--- config.mk ---
export PLATFORM = sky130hd
export DESIGN_NAME = pkt_csum_snoop
export DESIGN_NICKNAME = d
export VERILOG_FILES = /design/src/rtl/csum_pkg.sv /design/src/rtl/csum_beat_sum.sv /design/src/rtl/csum_accum.sv /design/src/rtl/csum_window.sv /design/src/rtl/pkt_csum_snoop.sv
export SDC_FILE = /design/constraint.sdc
export NUM_CORES = 1
export LEC_CHECK = 0
export ABC_AREA = 1
export BUFFER_PORTS_ARGS = -buffer_cell sky130_fd_sc_hd__buf_2
export CAP_MARGIN = 5
export CORE_UTILIZATION = 50
export CTS_CLUSTER_DIAMETER = 200
export DETAILED_ROUTE_END_ITERATION = 7
export GPL_TIMING_DRIVEN = 1
export PLACE_DENSITY = 0.85
export SYNTH_ARGS = -nofsm -noshare
export SYNTH_HDL_FRONTEND = slang
export SYNTH_SLANG_ARGS = --single-unit
--- constraint.sdc ---
create_clock -name clk -period 17.2 [get_ports clk]
set_clock_uncertainty 0.15 [all_clocks]
set_input_delay 2.58 -clock clk [delete_from_list [all_inputs] [get_ports clk]]
set_output_delay 2.58 -clock clk [all_outputs]
set_load 0.02 [all_outputs]
--- src/rtl/csum_pkg.sv ---
package csum_pkg;
    typedef enum logic [1:0] {
        ST_IDLE   = 2'd0,
        ST_RUN    = 2'd1,
        ST_FINISH = 2'd2,
        ST_DONE   = 2'd3
    } csum_state_e;
endpackage

--- src/rtl/csum_beat_sum.sv ---
// Strobe-gates each byte lane and adds the 16-bit halves of one beat.
module csum_beat_sum #(
    parameter int DW = 32,
    parameter int SW = 17
) (
    input  logic [DW-1:0]   data,
    input  logic [DW/8-1:0] strb,
    output logic [SW-1:0]   total
);
    localparam int NL = DW / 8;
    localparam int NH = DW / 16;

    logic [DW-1:0] masked;

    for (genvar g = 0; g < NL; g++) begin : g_lane
        assign masked[g*8 +: 8] = strb[g] ? data[g*8 +: 8] : 8'h00;
    end

    always_comb begin
        total = '0;
        for (int h = 0; h < NH; h++) begin
            total = total + SW'(masked[h*16 +: 16]);
        end
    end
endmodule

--- src/rtl/csum_accum.sv ---
// One's-complement accumulator with end-around carry.
module csum_accum #(
    parameter int SW = 17
) (
    input  logic          clk,
    input  logic          rst_n,
    input  logic          load,
    input  logic [15:0]   seed,
    input  logic          add_en,
    input  logic [SW-1:0] addend,
    output logic [15:0]   acc
);
    localparam int XW = SW + 1;

    logic [XW-1:0] wide;
    logic [16:0]   fold1;
    logic [15:0]   fold2;

    always_comb begin
        wide  = XW'(acc) + XW'(addend);
        fold1 = 17'(wide[15:0]) + 17'(wide[XW-1:16]);
        fold2 = fold1[15:0] + 16'(fold1[16]);
    end

    always_ff @(posedge clk) begin
        if (!rst_n) begin
            acc <= 16'h0000;
        end else if (load) begin
            acc <= seed;
        end else if (add_en) begin
            acc <= fold2;
        end
    end

    // end-around addition never turns a nonzero sum into zero
    a_r4_no_zero_wrap: assert property (@(posedge clk) disable iff (!rst_n)
        (add_en && !load && acc != 16'h0000) |=> (acc != 16'h0000));
endmodule

--- src/rtl/csum_window.sv ---
// Decides whether an observed beat is a write inside the packet window.
module csum_window #(
    parameter int AW = 16,
    parameter int LW = 8
) (
    input  logic          valid,
    input  logic          write,
    input  logic [AW-1:0] addr,
    input  logic [AW-1:0] base,
    input  logic [LW-1:0] beats,
    output logic          hit
);
    localparam int EW = AW + 1;

    logic [EW-1:0] lo_b, hi_b, a_ext;

    always_comb begin
        lo_b  = EW'(base);
        hi_b  = EW'(base) + (EW'(beats) << 2);
        a_ext = EW'(addr);
        hit   = valid && write && (a_ext >= lo_b) && (a_ext < hi_b);
    end
endmodule

--- src/rtl/pkt_csum_snoop.sv ---
module pkt_csum_snoop
    import csum_pkg::*;
#(
    parameter int AW = 16,
    parameter int LW = 8,
    parameter int DW = 32
) (
    input  logic            clk,
    input  logic            rst_n,
    input  logic            bus_valid,
    input  logic            bus_write,
    input  logic [AW-1:0]   bus_addr,
    input  logic [DW-1:0]   bus_data,
    input  logic [DW/8-1:0] bus_strb,
    input  logic            cmd_start,
    input  logic            cmd_rx,
    input  logic [AW-1:0]   cmd_base,
    input  logic [LW-1:0]   cmd_beats,
    input  logic [15:0]     cmd_seed,
    output logic            sts_busy,
    output logic            sts_done,
    output logic            sts_ok,
    output logic [15:0]     sts_sum
);
    localparam int SW = 16 + $clog2(DW / 16);

    csum_state_e   state_q, state_d, start_tgt;
    logic [AW-1:0] base_q;
    logic [LW-1:0] len_q, cnt_q;
    logic          rx_q, ok_q;
    logic [15:0]   sum_q, acc;
    logic [SW-1:0] beat_total;
    logic          hit, accept, last_beat;

    csum_window #(.AW(AW), .LW(LW)) u_win (
        .valid (bus_valid),
        .write (bus_write),
        .addr  (bus_addr),
        .base  (base_q),
        .beats (len_q),
        .hit   (hit)
    );

    csum_beat_sum #(.DW(DW), .SW(SW)) u_beat (
        .data  (bus_data),
        .strb  (bus_strb),
        .total (beat_total)
    );

    assign accept    = hit && (state_q == ST_RUN) && !cmd_start;
    assign last_beat = accept && ((LW+1)'(cnt_q) + (LW+1)'(1) == (LW+1)'(len_q));

    csum_accum #(.SW(SW)) u_acc (
        .clk    (clk),
        .rst_n  (rst_n),
        .load   (cmd_start),
        .seed   (cmd_seed),
        .add_en (accept),
        .addend (beat_total),
        .acc    (acc)
    );

    // Next-state logic
    always_comb begin
        start_tgt = (cmd_beats == '0) ? ST_FINISH : ST_RUN;
        state_d   = state_q;
        unique case (state_q)
            ST_IDLE:   if (cmd_start) state_d = start_tgt;
            ST_RUN:    if (cmd_start) state_d = start_tgt;
                       else if (last_beat) state_d = ST_FINISH;
            ST_FINISH: if (cmd_start) state_d = start_tgt;
                       else state_d = ST_DONE;
            ST_DONE:   if (cmd_start) state_d = start_tgt;
            default:   state_d = ST_IDLE;
        endcase
    end

    // State register
    always_ff @(posedge clk) begin
        if (!rst_n) state_q <= ST_IDLE;
        else        state_q <= state_d;
    end

    // Command capture, beat counter and result latch
    always_ff @(posedge clk) begin
        if (!rst_n) begin
            base_q <= '0;
            len_q  <= '0;
            cnt_q  <= '0;
            rx_q   <= 1'b0;
            ok_q   <= 1'b0;
            sum_q  <= 16'h0000;
        end else if (cmd_start) begin
            base_q <= cmd_base;
            len_q  <= cmd_beats;
            cnt_q  <= '0;
            rx_q   <= cmd_rx;
            ok_q   <= 1'b0;
        end else begin
            if (accept) cnt_q <= cnt_q + 1'b1;
            if (state_q == ST_FINISH) begin
                sum_q <= rx_q ? acc : ~acc;
                ok_q  <= rx_q && (acc == 16'hFFFF);
            end
        end
    end

    // Outputs
    always_comb begin
        sts_busy = (state_q == ST_RUN) || (state_q == ST_FINISH);
        sts_done = (state_q == ST_DONE);
        sts_ok   = ok_q;
        sts_sum  = sum_q;
    end

    a_r2_start_busy: assert property (@(posedge clk) disable iff (!rst_n)
        (cmd_start && cmd_beats != '0) |=> (sts_busy && !sts_done && !sts_ok));
    a_r3_count_bound: assert property (@(posedge clk) disable iff (!rst_n)
        (state_q == ST_RUN) |-> (cnt_q < len_q));
    a_r6_busy_done_excl: assert property (@(posedge clk) disable iff (!rst_n)
        !(sts_busy && sts_done));
    a_r6_done_after_busy: assert property (@(posedge clk) disable iff (!rst_n)
        $rose(sts_done) |-> $past(sts_busy));
    a_r8_ok_only_rx_done: assert property (@(posedge clk) disable iff (!rst_n)
        sts_ok |-> (sts_done && rx_q));
    a_r11_result_hold: assert property (@(posedge clk) disable iff (!rst_n)
        (sts_done && !cmd_start) |=> (sts_done && $stable(sts_sum) && $stable(sts_ok)));
endmodule

# Yosys cells after proc, flatten, opt, wreduce, memory -nomap -nowiden
# Index checks and enable logic that the tools add are counted.
[word_totals]
ff_bits = 68
in_bits = 98
out_inout_bits = 19
[op_classes]
n_addsub = 7
order_cmp = 2
eq_ne = 7
muxes = 13
bitwise = 3
reduce_logical = 16
[op_table]
columns = ["operator", "n"]
rows = [
  ["16-bit two-way mux", 3],
  ["8-bit two-way mux", 4],
  ["16-bit by 17-bit adder with 18-bit output", 1],
  ["16-bit by 10-bit adder with 17-bit output", 1],
  ["16-bit by 16-bit adder with 17-bit output", 1],
  ["16-bit by 2-bit adder with 17-bit output", 1],
  ["16-bit by 17-bit < comparator with 1-bit output", 1],
  ["16-bit by 1-bit adder with 16-bit output", 1],
  ["16-bit equality test (second input constant)", 1],
  ["16-bit greater-or-equal comparator", 1],
  ["16-bit inverter", 1],
  ["2-bit two-way mux", 5],
  ["8-bit by 1-bit adder with 9-bit output (second input constant)", 1],
  ["9-bit by 8-bit equality test with 1-bit output", 1],
  ["8-bit by 1-bit adder with 8-bit output (second input constant)", 1],
  ["8-bit zero test", 1],
  ["1-bit logical AND", 7],
  ["2-bit one-hot mux with 3 select lines", 1],
  ["2-bit equality test (second input constant)", 2],
  ["2-bit AND reduction", 2],
  ["2-bit OR reduction", 2],
  ["3-bit inequality test (second input constant)", 1],
  ["2-bit by 1-bit equality test with 1-bit output (second input constant)", 1],
  ["2-bit zero test", 1],
  ["other kinds (5)", 6],
]

# Longest topological paths before layout
# Gate-level depths: netlist (run 1).
[logic_depth]
ltp_word = 9
mapped_depth = 40

# Cells and area by module
# Synthesis (run 1) repeated with hierarchy kept, for this count alone.
[hier_totals]
cells_unflattened = 1228
area_unflattened_um2 = 7449.6
[by_module_without_submodules]
columns = ["mod", "n_inst", "cells_per_inst", "area_each_um2"]
rows = [
  ["csum_accum", 1, 457, 2562.5],
  ["pkt_csum_snoop", 1, 329, 2434.8],
  ["csum_beat_sum", 1, 252, 1231.2],
  ["csum_window", 1, 190, 1221.2],
]

# Least setup slack after synthesis (run 1)
# Ideal clock, no wire load.
[synth_path]
path_type = "input to register"
from = "input port bus_strb[0]"
to = "register u_acc.acc[10]"
arrival_time_ns = 7.283
t_required_ns = 16.941
slack_ns = 9.657
path_stages = 39
n_path_buf = 1
cell_sequence = "clkbuf_1 -> nand2_1 -> fa_1 -> inv_1 -> ha_1 -> inv_1 -> fa_1 -> inv_2 -> nand3_1 -> nand2_1 -> nand3_1 -> nand3_1 -> nand2_1 -> nand2_1 -> nand2_1 -> a21oi_1 -> fa_1 -> nand2_1 -> [... 3 more ...] -> nand4_1 -> nor3_1 -> nand3_1 -> nor2_1 -> ha_1 -> ha_1 -> nand4_1 -> nor2_1 -> nand2_1 -> nor2_1 -> nand2_1 -> nor2_2 -> nand2_2 -> nor2_4 -> nand3b_1 -> o211ai_1 -> nand2_1 -> inv_1"
[synth_between]
elab_chain_len = 7
[synth_lines]
columns = ["element", "line_no", "source"]
rows = [
  ["start: declaration", "pkt_csum_snoop.sv:14", "input logic [DW/8-1:0] bus_strb,"],
  ["8-bit two-way mux", "csum_beat_sum.sv:16", "assign masked[g*8 +: 8] = strb[g] ? data[g*8 +: 8] : 8'h00;"],
  ["16-bit by 16-bit adder with 17-bit output", "csum_beat_sum.sv:22", "total = total + SW'(masked[h*16 +: 16]);"],
  ["16-bit by 17-bit adder with 18-bit output", "csum_accum.sv:20", "wide = XW'(acc) + XW'(addend);"],
  ["16-bit by 2-bit adder with 17-bit output", "csum_accum.sv:21", "fold1 = 17'(wide[15:0]) + 17'(wide[XW-1:16]);"],
  ["16-bit by 1-bit adder with 16-bit output", "csum_accum.sv:22", "fold2 = fold1[15:0] + 16'(fold1[16]);"],
  ["16-bit two-way mux", "csum_accum.sv:30", "end else if (add_en) begin"],
  ["16-bit two-way mux", "csum_accum.sv:28", "end else if (load) begin"],
  ["end signal: assignment", "csum_accum.sv:31", "acc <= fold2;"],
  ["end: declaration", "csum_accum.sv:11", "output logic [15:0] acc"],
]
# No other way between the ends. The select of a mux whose other input is x is not followed.
# A chain may end at the register's enable or synchronous reset.

# Worst setup path after layout (run 1)
[layout_path]
from = "input port bus_strb[0]"
to = "register u_acc.acc[14]"
# The elaborated chain is that of the path after synthesis.

==> results.tsv, run 1 <==
metric	value	unit
status	finished, final reports clean	
r2r-end	u_acc.acc[14]	
synth_mux_area_share	0	%
clkLatencyLatePin	0.32	ns
dieArea	13520	um2
r2r_slack	11.50	ns
rsz0062_at_grt	no	
root_buffer	clkbuf_16	
synthToLayoutAreaGrowth	14.97	%
hold_violations	0	
pwr-share-seq	31.7	%
final_core_util	59.23	%
met1_length	7583	um
holdPathStages	2	
wl_met3	954	um
slew_headroom	40.65	%
final_nets	1280	
synthAdderAreaFrac	17.71	%
postSynthCellCount	998	
grt_pass1_vias	6330	
grt_first_pass_wirelength	28100	um
io_buffers	116	
p_leak	3.979	nW
synth.distinct_cells	39	
power.internal	0.3543	mW
setup_violations	0	
hold_end	base_q[1]	
synth-compound-area-share	14.15	%
power_density	75.49	nW/um2
cp.required	17.29	ns
p_sw_share	37.46	%
power.share.clock	30.4	%
placed_cells	1262	
highest_layer	met4	
drt-pass1-iter-count	6	
fin_cells	1278	
initial_utilization	51.52	%
synth_top_family_by_area	simple AND/OR/NAND/NOR gates	
timing.rr.start	u_acc.acc[1]	
dr_total_vias	6698	
syn_avg_cell_area	6.541	um2
cts_tree	done	
slowest_stage	fa_1	
worst_pin_slew	0.8890	ns
drtIter0Drc	469	
path_buf_inv	4	
drt-total-wl	16670	um
comb_power_share	38.0	%
hold_path.class	flop to flop	
timing.fmax	0.1297	GHz
place_hpwl	13510	um
postCtsResizedCells	0	
clock-sinks	68	
slowest_delay	0.46	ns
path_class	input pin to flop	
antenna_found_initial	0	
vdd_ir_drop_max	35.99	uV
crit_path_start_kind	input pin	
overflow	0	
wl_met2	7683	um
syn_nets	1177	
cts_hold_buf	0	
min_period	7.711	ns
synthSimpleGateAreaFrac	30.55	%
r2r_cells	38	
antenna_cells	0	
tns	0	ns
gp_congestion	0.9572	
synth-xor-area-share	5.233	%
drive_gt1_share	17.00	%
ant_nets	0	
ys_ff_latch	68	
fin_ws	9.489	ns
cp_data_arrival_time	7.81	ns
netlist_area	6528	um2
htreeDepth	3	
drv_slew	0	
power.switching	0.2122	mW
yosysWarnings	0	
crit_path_end_kind	flop	
fillers	1177	
hp-start	base_q[1]	
cts_made_buffers	9	
fp.dieH	116.3	um
core-area	12670	um2
grt_usage	25.80	%
die_w	116.3	um
cts_setup_buffers	0	
ios	117	
clkTransAtPathRegs	0.05	ns
core.rowCount	41	
grt_max_degree	49	
route.detailed.drc	0	
max_cap_viol_count	0	
synth.yosys.seq_area_share	20.85	%
post-place-ws	9.174	ns
crit_top_cell	nand2_1	
cp_max_fo	8	
via_per_inst	5.241	
finalCritPeriodShare	44.83	%
ctsLongestPathBuffers	2	
crit_family	simple AND/OR/NAND/NOR gates	
avgRoutedWirePerCell	13.04	um
-- power groups by stage --
stage	Combinational (mW)	Sequential [mW]	Clock, mW
floorplan	0.157	0.181	0
global placement	0.205	0.182	0
detailed placement	0.211	0.182	0
CTS	0.213	0.179	0.174
global route	0.245	0.181	0.181
finish	0.215	0.179	0.172
-- cell families (layout without fill, tap and decap cells) --
kind of cell,Yosys count,in the layout
AOI/OAI and AO/OA,170,170
DFF,68,68
xor gates and xnor gates,39,39
buffers and inverters,195,303
and+or+nand+nor,445,445
adders and majority gates,81,81
-- placed cells by master (no fill, tap or decap), types with 9 or more instances in the layout --
cell type,Yosys,routed
a21oi_1,79,79
a31oi_1,12,12
buf_2,0,116
clkbuf_16,0,9
dfxtp_1,68,68
fa_1,19,19
ha_1,62,62
inv_1,154,154
inv_2,15,15
nand2_1,244,244
nand2_2,16,16
nand3_1,59,59
nand4_1,27,27
nor2_1,65,65
o21ai_0,59,59
xnor2_1,12,12
xor2_1,27,27
-- cell usage after synthesis --
| cell type | count | area share (%) |
|---|---|---|
| and3_1 | 1 | 0.096 |
| inv_1 | 154 | 8.9 |
| buf_4 | 1 | 0.12 |
| nor3_1 | 4 | 0.31 |
| and2_1 | 1 | 0.096 |
| o21ai_0 | 59 | 4.5 |
| o21ai_1 | 1 | 0.077 |
| or2_2 | 2 | 0.19 |
| nand3b_1 | 5 | 0.58 |
| nand4_1 | 27 | 2.6 |
| clkbuf_1 | 22 | 1.3 |
| ha_1 | 62 | 12 |
| o21bai_2 | 1 | 0.17 |
| a31oi_1 | 12 | 1.2 |
| a211oi_1 | 1 | 0.12 |
| a21oi_2 | 1 | 0.13 |
| dfxtp_1 | 68 | 21 |
| buf_1 | 1 | 0.057 |
| nor2_4 | 6 | 1.0 |
| o211ai_1 | 2 | 0.23 |
| xnor2_1 | 12 | 1.6 |
| o21a_1 | 1 | 0.12 |
| a21oi_1 | 79 | 6.1 |
| nand2_1 | 244 | 14 |
| o21ai_2 | 2 | 0.27 |
| nor2_2 | 6 | 0.58 |
| buf_6 | 2 | 0.35 |
| nor4_1 | 2 | 0.19 |
| a31o_2 | 1 | 0.13 |
| o221ai_1 | 1 | 0.13 |
| inv_2 | 15 | 0.86 |
| o21bai_1 | 7 | 0.81 |
| o31ai_1 | 2 | 0.23 |
| fa_1 | 19 | 5.8 |
| nand2_2 | 16 | 1.5 |
| nand3_1 | 59 | 4.5 |
| xor2_1 | 27 | 3.6 |
| nand3_2 | 7 | 1.1 |
| nor2_1 | 65 | 3.7 |
-- flip-flops by register name, summed over array words and instances (netlist names) --
signal and count:
cnt_q 8, state_q 2, sts_ok 1, rx_q 1, u_acc.acc 16, len_q 8
base_q 16, sts_sum 16
-- stage by stage --
stage                     hold WS (ns)  total power, mW  area (um2)
final                           0.3140           0.5665        7505
after global routing            0.3341           0.6069        7505
after CTS                       0.3178           0.5656        7505
after detailed placement        0.3090           0.3934        7222
after global placement          0.2987           0.3868        7222
after floorplan                 0.2873           0.3374        6528
-- worst max-delay path by stage --
| stage | start | slack, ns | end | depth (start not counted) |
|---|---|---|---|---|
| global placement | bus_strb[0] | 9.39 | u_acc.acc[10] | 39 |
| global route | bus_strb[0] | 8.73 | u_acc.acc[12] | 39 |
| floorplan | bus_strb[0] | 9.66 | u_acc.acc[10] | 39 |
| CTS | bus_strb[0] | 9.50 | u_acc.acc[10] | 39 |
| detailed placement | bus_strb[0] | 9.17 | u_acc.acc[10] | 39 |
| finish | bus_strb[0] | 9.49 | u_acc.acc[14] | 39 |
-- routing by layer --
metal / global-route usage, % / up-vias
met5: 0 / -
met4: 10.09 / 0
met3: 3.166 / 47
met2: 43.94 / 204
met1: 33.19 / 3020
li1: - / 3427
-- area by class of cell --
cell class | instances | area, um2 | share of cell area [%]
clock buffer | 15 | 277.8 | 3.701
clock inverter | 1 | 5.005 | 0.06669
inverter | 169 | 634.4 | 8.453
multi-input combinational | 735 | 4415 | 58.84
sequential | 68 | 1361 | 18.14
tap | 172 | 215.2 | 2.868
timing repair buffer | 118 | 595.6 | 7.936
-- worst register-to-register path: cells and delay by family (launching register included) --
family                   cells  cell delay, ns
AO/OA/AOI/OAI                2            0.37
adder cells (fa/ha/maj)      6            1.71
buffers and inverters        4            0.33
flip-flops                   1            0.40
AND/OR/NAND/NOR             26            2.65
(Power assumes the default switching activity.)
==> run 2: changes to the inputs <==
ABC_AREA = 0   (was 1)
clock period = 7.6 ns   (was 17.2 ns; I/O delays follow)
==> run 2 against run 1 <==
Net effect: final area shrank 0.20%; cell count fell by 16%; synthesized cell count decreased by 20%; worst hold slack improved by 0.017 ns; count of clock-buffer cells in the layout down 4; utilization rose by 0.36 points; non-clock buffer count is 4 higher; register-to-register slack got worse by 10 ns; power grew 140%; critical endpoint unchanged; sequential cell count did not move; sequential share of layout area barely moved; clock power grew to 2.7 times the previous value.
==> results.tsv, run 2 <==
metric	value	unit	change
core-area	12570	um2	-0.81%
netlist_area	6425	um2	-1.6%
fillers	1081		-8.2%
cp.required	7.72	ns	-9.57 ns
postSynthCellCount	797		-20%
fp.dieH	115.4	um	-0.78%
io_buffers	116		unchanged
ys_ff_latch	68		unchanged
grt_pass1_vias	5572		-12%
antenna_found_initial	0		unchanged
synthTopCellsByArea	dfxtp_1 21%, ha_1 12%, fa_1 5.9%, nand2_1 5.8%, xor2_1 4.8%		
hold_path.class	flop to flop		
cp_data_arrival_time	6.88	ns	-0.93 ns
drt-total-wl	15430	um	-7.5%
clock-sinks	68		unchanged
ios	117		unchanged
final_common_cell	buf_2		
dr_total_vias	5843		-13%
path_class	input pin to flop		
async_flop_share	0	%	unchanged
clkTransAtPathRegs	0.05	ns	about the same
grt_first_pass_wirelength	25590	um	-8.9%
vdd_ir_drop_max	109.3	uV	+200%
ctsLongestPathBuffers	2		unchanged
hold_violations	0		unchanged
power_density	180.3	nW/um2	+140%
grt_usage	24.09	%	-1.7 points
synth_edf_count	0		unchanged
synth.yosys.seq_area_share	21.19	%	+0.33 points
root_buffer	clkbuf_16		
yosysTopAreaCellShare	21.19	%	+0.33 points
crit_path_start_kind	input pin		
initial_utilization	51.12	%	-0.40 points
route.detailed.drc	0		unchanged
setup_violations	0		unchanged
slew_headroom	35.67	%	-5.0 points
place_area	7157	um2	-0.90%
crit_path_end_kind	flop		
drt-pass1-iter-count	5		-1
drv_slew	0		unchanged
avgRoutedWirePerCell	14.32	um	+9.8%
gp_congestion	0.9222		-3.7%
status	finished, final reports clean		
cp_max_fo	8		unchanged
timing.fmax	0.1478	GHz	
synth_top_cell_by_area	dfxtp_1		
cts_made_buffers	9		unchanged
antenna_cells	0		unchanged
finalCritPeriodShare	89.00	%	
synthTopCellsByCount	99 x nand2_1, 77 x inv_1, 68 x dfxtp_1, 62 x ha_1, 39 x o21ai_0		
rsz0062_at_grt	no		
htreeDepth	3		unchanged
synth.distinct_cells	73		+87%
place_hpwl	12320	um	-8.8%
max_cap_viol_count	0		unchanged
slowest_stage	fa_1		
whs	0.3312	ns	+0.01719 ns
worst_pin_slew	0.9649	ns	+0.07590 ns
via_per_inst	5.425		+3.5%
synth_most_common_cell	nand2_1		
final_cell_mix	116 x buf_2, 99 x nand2_1, 77 x inv_1, 68 x dfxtp_1, 62 x ha_1		
syn_nets	976		-17%
drive_gt1_share	17.24	%	+0.24 points
ant_nets	0		unchanged
min_period	6.764	ns	
clkLatencyLatePin	0.33	ns	about the same
core.rowCount	41		unchanged
die_w	115.4	um	-0.78%
yosysWarnings	0		unchanged
holdPathStages	2		unchanged
syn_avg_cell_area	8.061	um2	+23%
cts_setup_buffers	0		unchanged
stdcell_area	7490	um2	-0.20%
overflow	0		unchanged
slowest_delay	0.44	ns	-0.02 ns
r2r_cells	30		-21%
tns	0	ns	unchanged
grt_max_degree	65		+33%
drtIter0Drc	462		-1.5%
p_leak	3.564	nW	-10%
cts_tree	done		
cts_hold_buf	0		unchanged
dieArea	13310	um2	-1.6%
final_nets	1079		-16%
synth_ff_type	dfxtp_1		
synthToLayoutAreaGrowth	16.57	%	
postCtsResizedCells	0		unchanged
-- run 2: metal layers --
layer  share of wire [%]  up-vias  wire (um)  global-route usage (%)
li1                    -     2954          -                       -
met1                  47     2693       7188                   32.39
met2                  46      174       7103                   39.52
met3                 5.7       22        881                   3.585
met4                 1.6        0        251                   7.965
met5                   0        -          0                       0
-- run 2: report_power, final --
part	leakage, nW	total (mW)	internal [mW]	switching [mW]
combinational	2.84	0.480	0.200	0.280
sequential	0.558	0.402	0.378	0.0242
clock	0.163	0.468	0.319	0.149
total	3.56	1.35	0.898	0.453
-- run 2: path summary, 6_finish.rpt --
| check | startpoint | to | slack, ns |
|---|---|---|---|
| max | bus_strb[0] | u_acc.acc[14] | 0.84 |
| min | sts_ok | sts_ok | 0.33 |
| max reg2reg | u_acc.acc[1] | u_acc.acc[14] | 1.35 |
| min reg2reg | sts_ok | sts_ok | 0.33 |
-- run 2: logic make-up after synthesis --
logic type	after synthesis	synth area share [%]
AOI/OAI and AO/OA	159	16.71
muxes	32	5.024
buffers and inverters	108	6.349
and+or+nand+nor	277	22.45
adders and majority gates	81	17.99
xor gates and xnor gates	72	10.28
DFF	68	21.19
-- run 2: worst max-delay path, delay by kind of cell --
family                     cells  cell delay (ns)
adders and majority gates      6             1.63
AOI/OAI and AO/OA              9             1.48
buffers and inverters          4             0.44
and+or+nand+nor               12             2.20
-- run 2: metrics by stage --
step                cells  power [mW]  setup WS, ns  util, %
CTS                  1077       1.352        0.8907    59.59
global route         1077       1.434        0.3748    59.59
floorplan             797      0.7575        0.7233        -
finish               1077       1.350        0.8359    59.59
detailed placement   1061      0.8826        0.5884    56.94
global placement     1061      0.8699        0.7597    56.94
-- run 2: cell type report --
type	instances	area, um2	share of cell area [%]
clock inverters	5	100.1	1.336
flip-flops and latches	68	1361	18.18
multi-input cells	621	4662	62.25
repair buffers	122	625.6	8.353
well taps	172	215.2	2.873
inverters	78	292.8	3.909
clock buffers	11	232.7	3.107
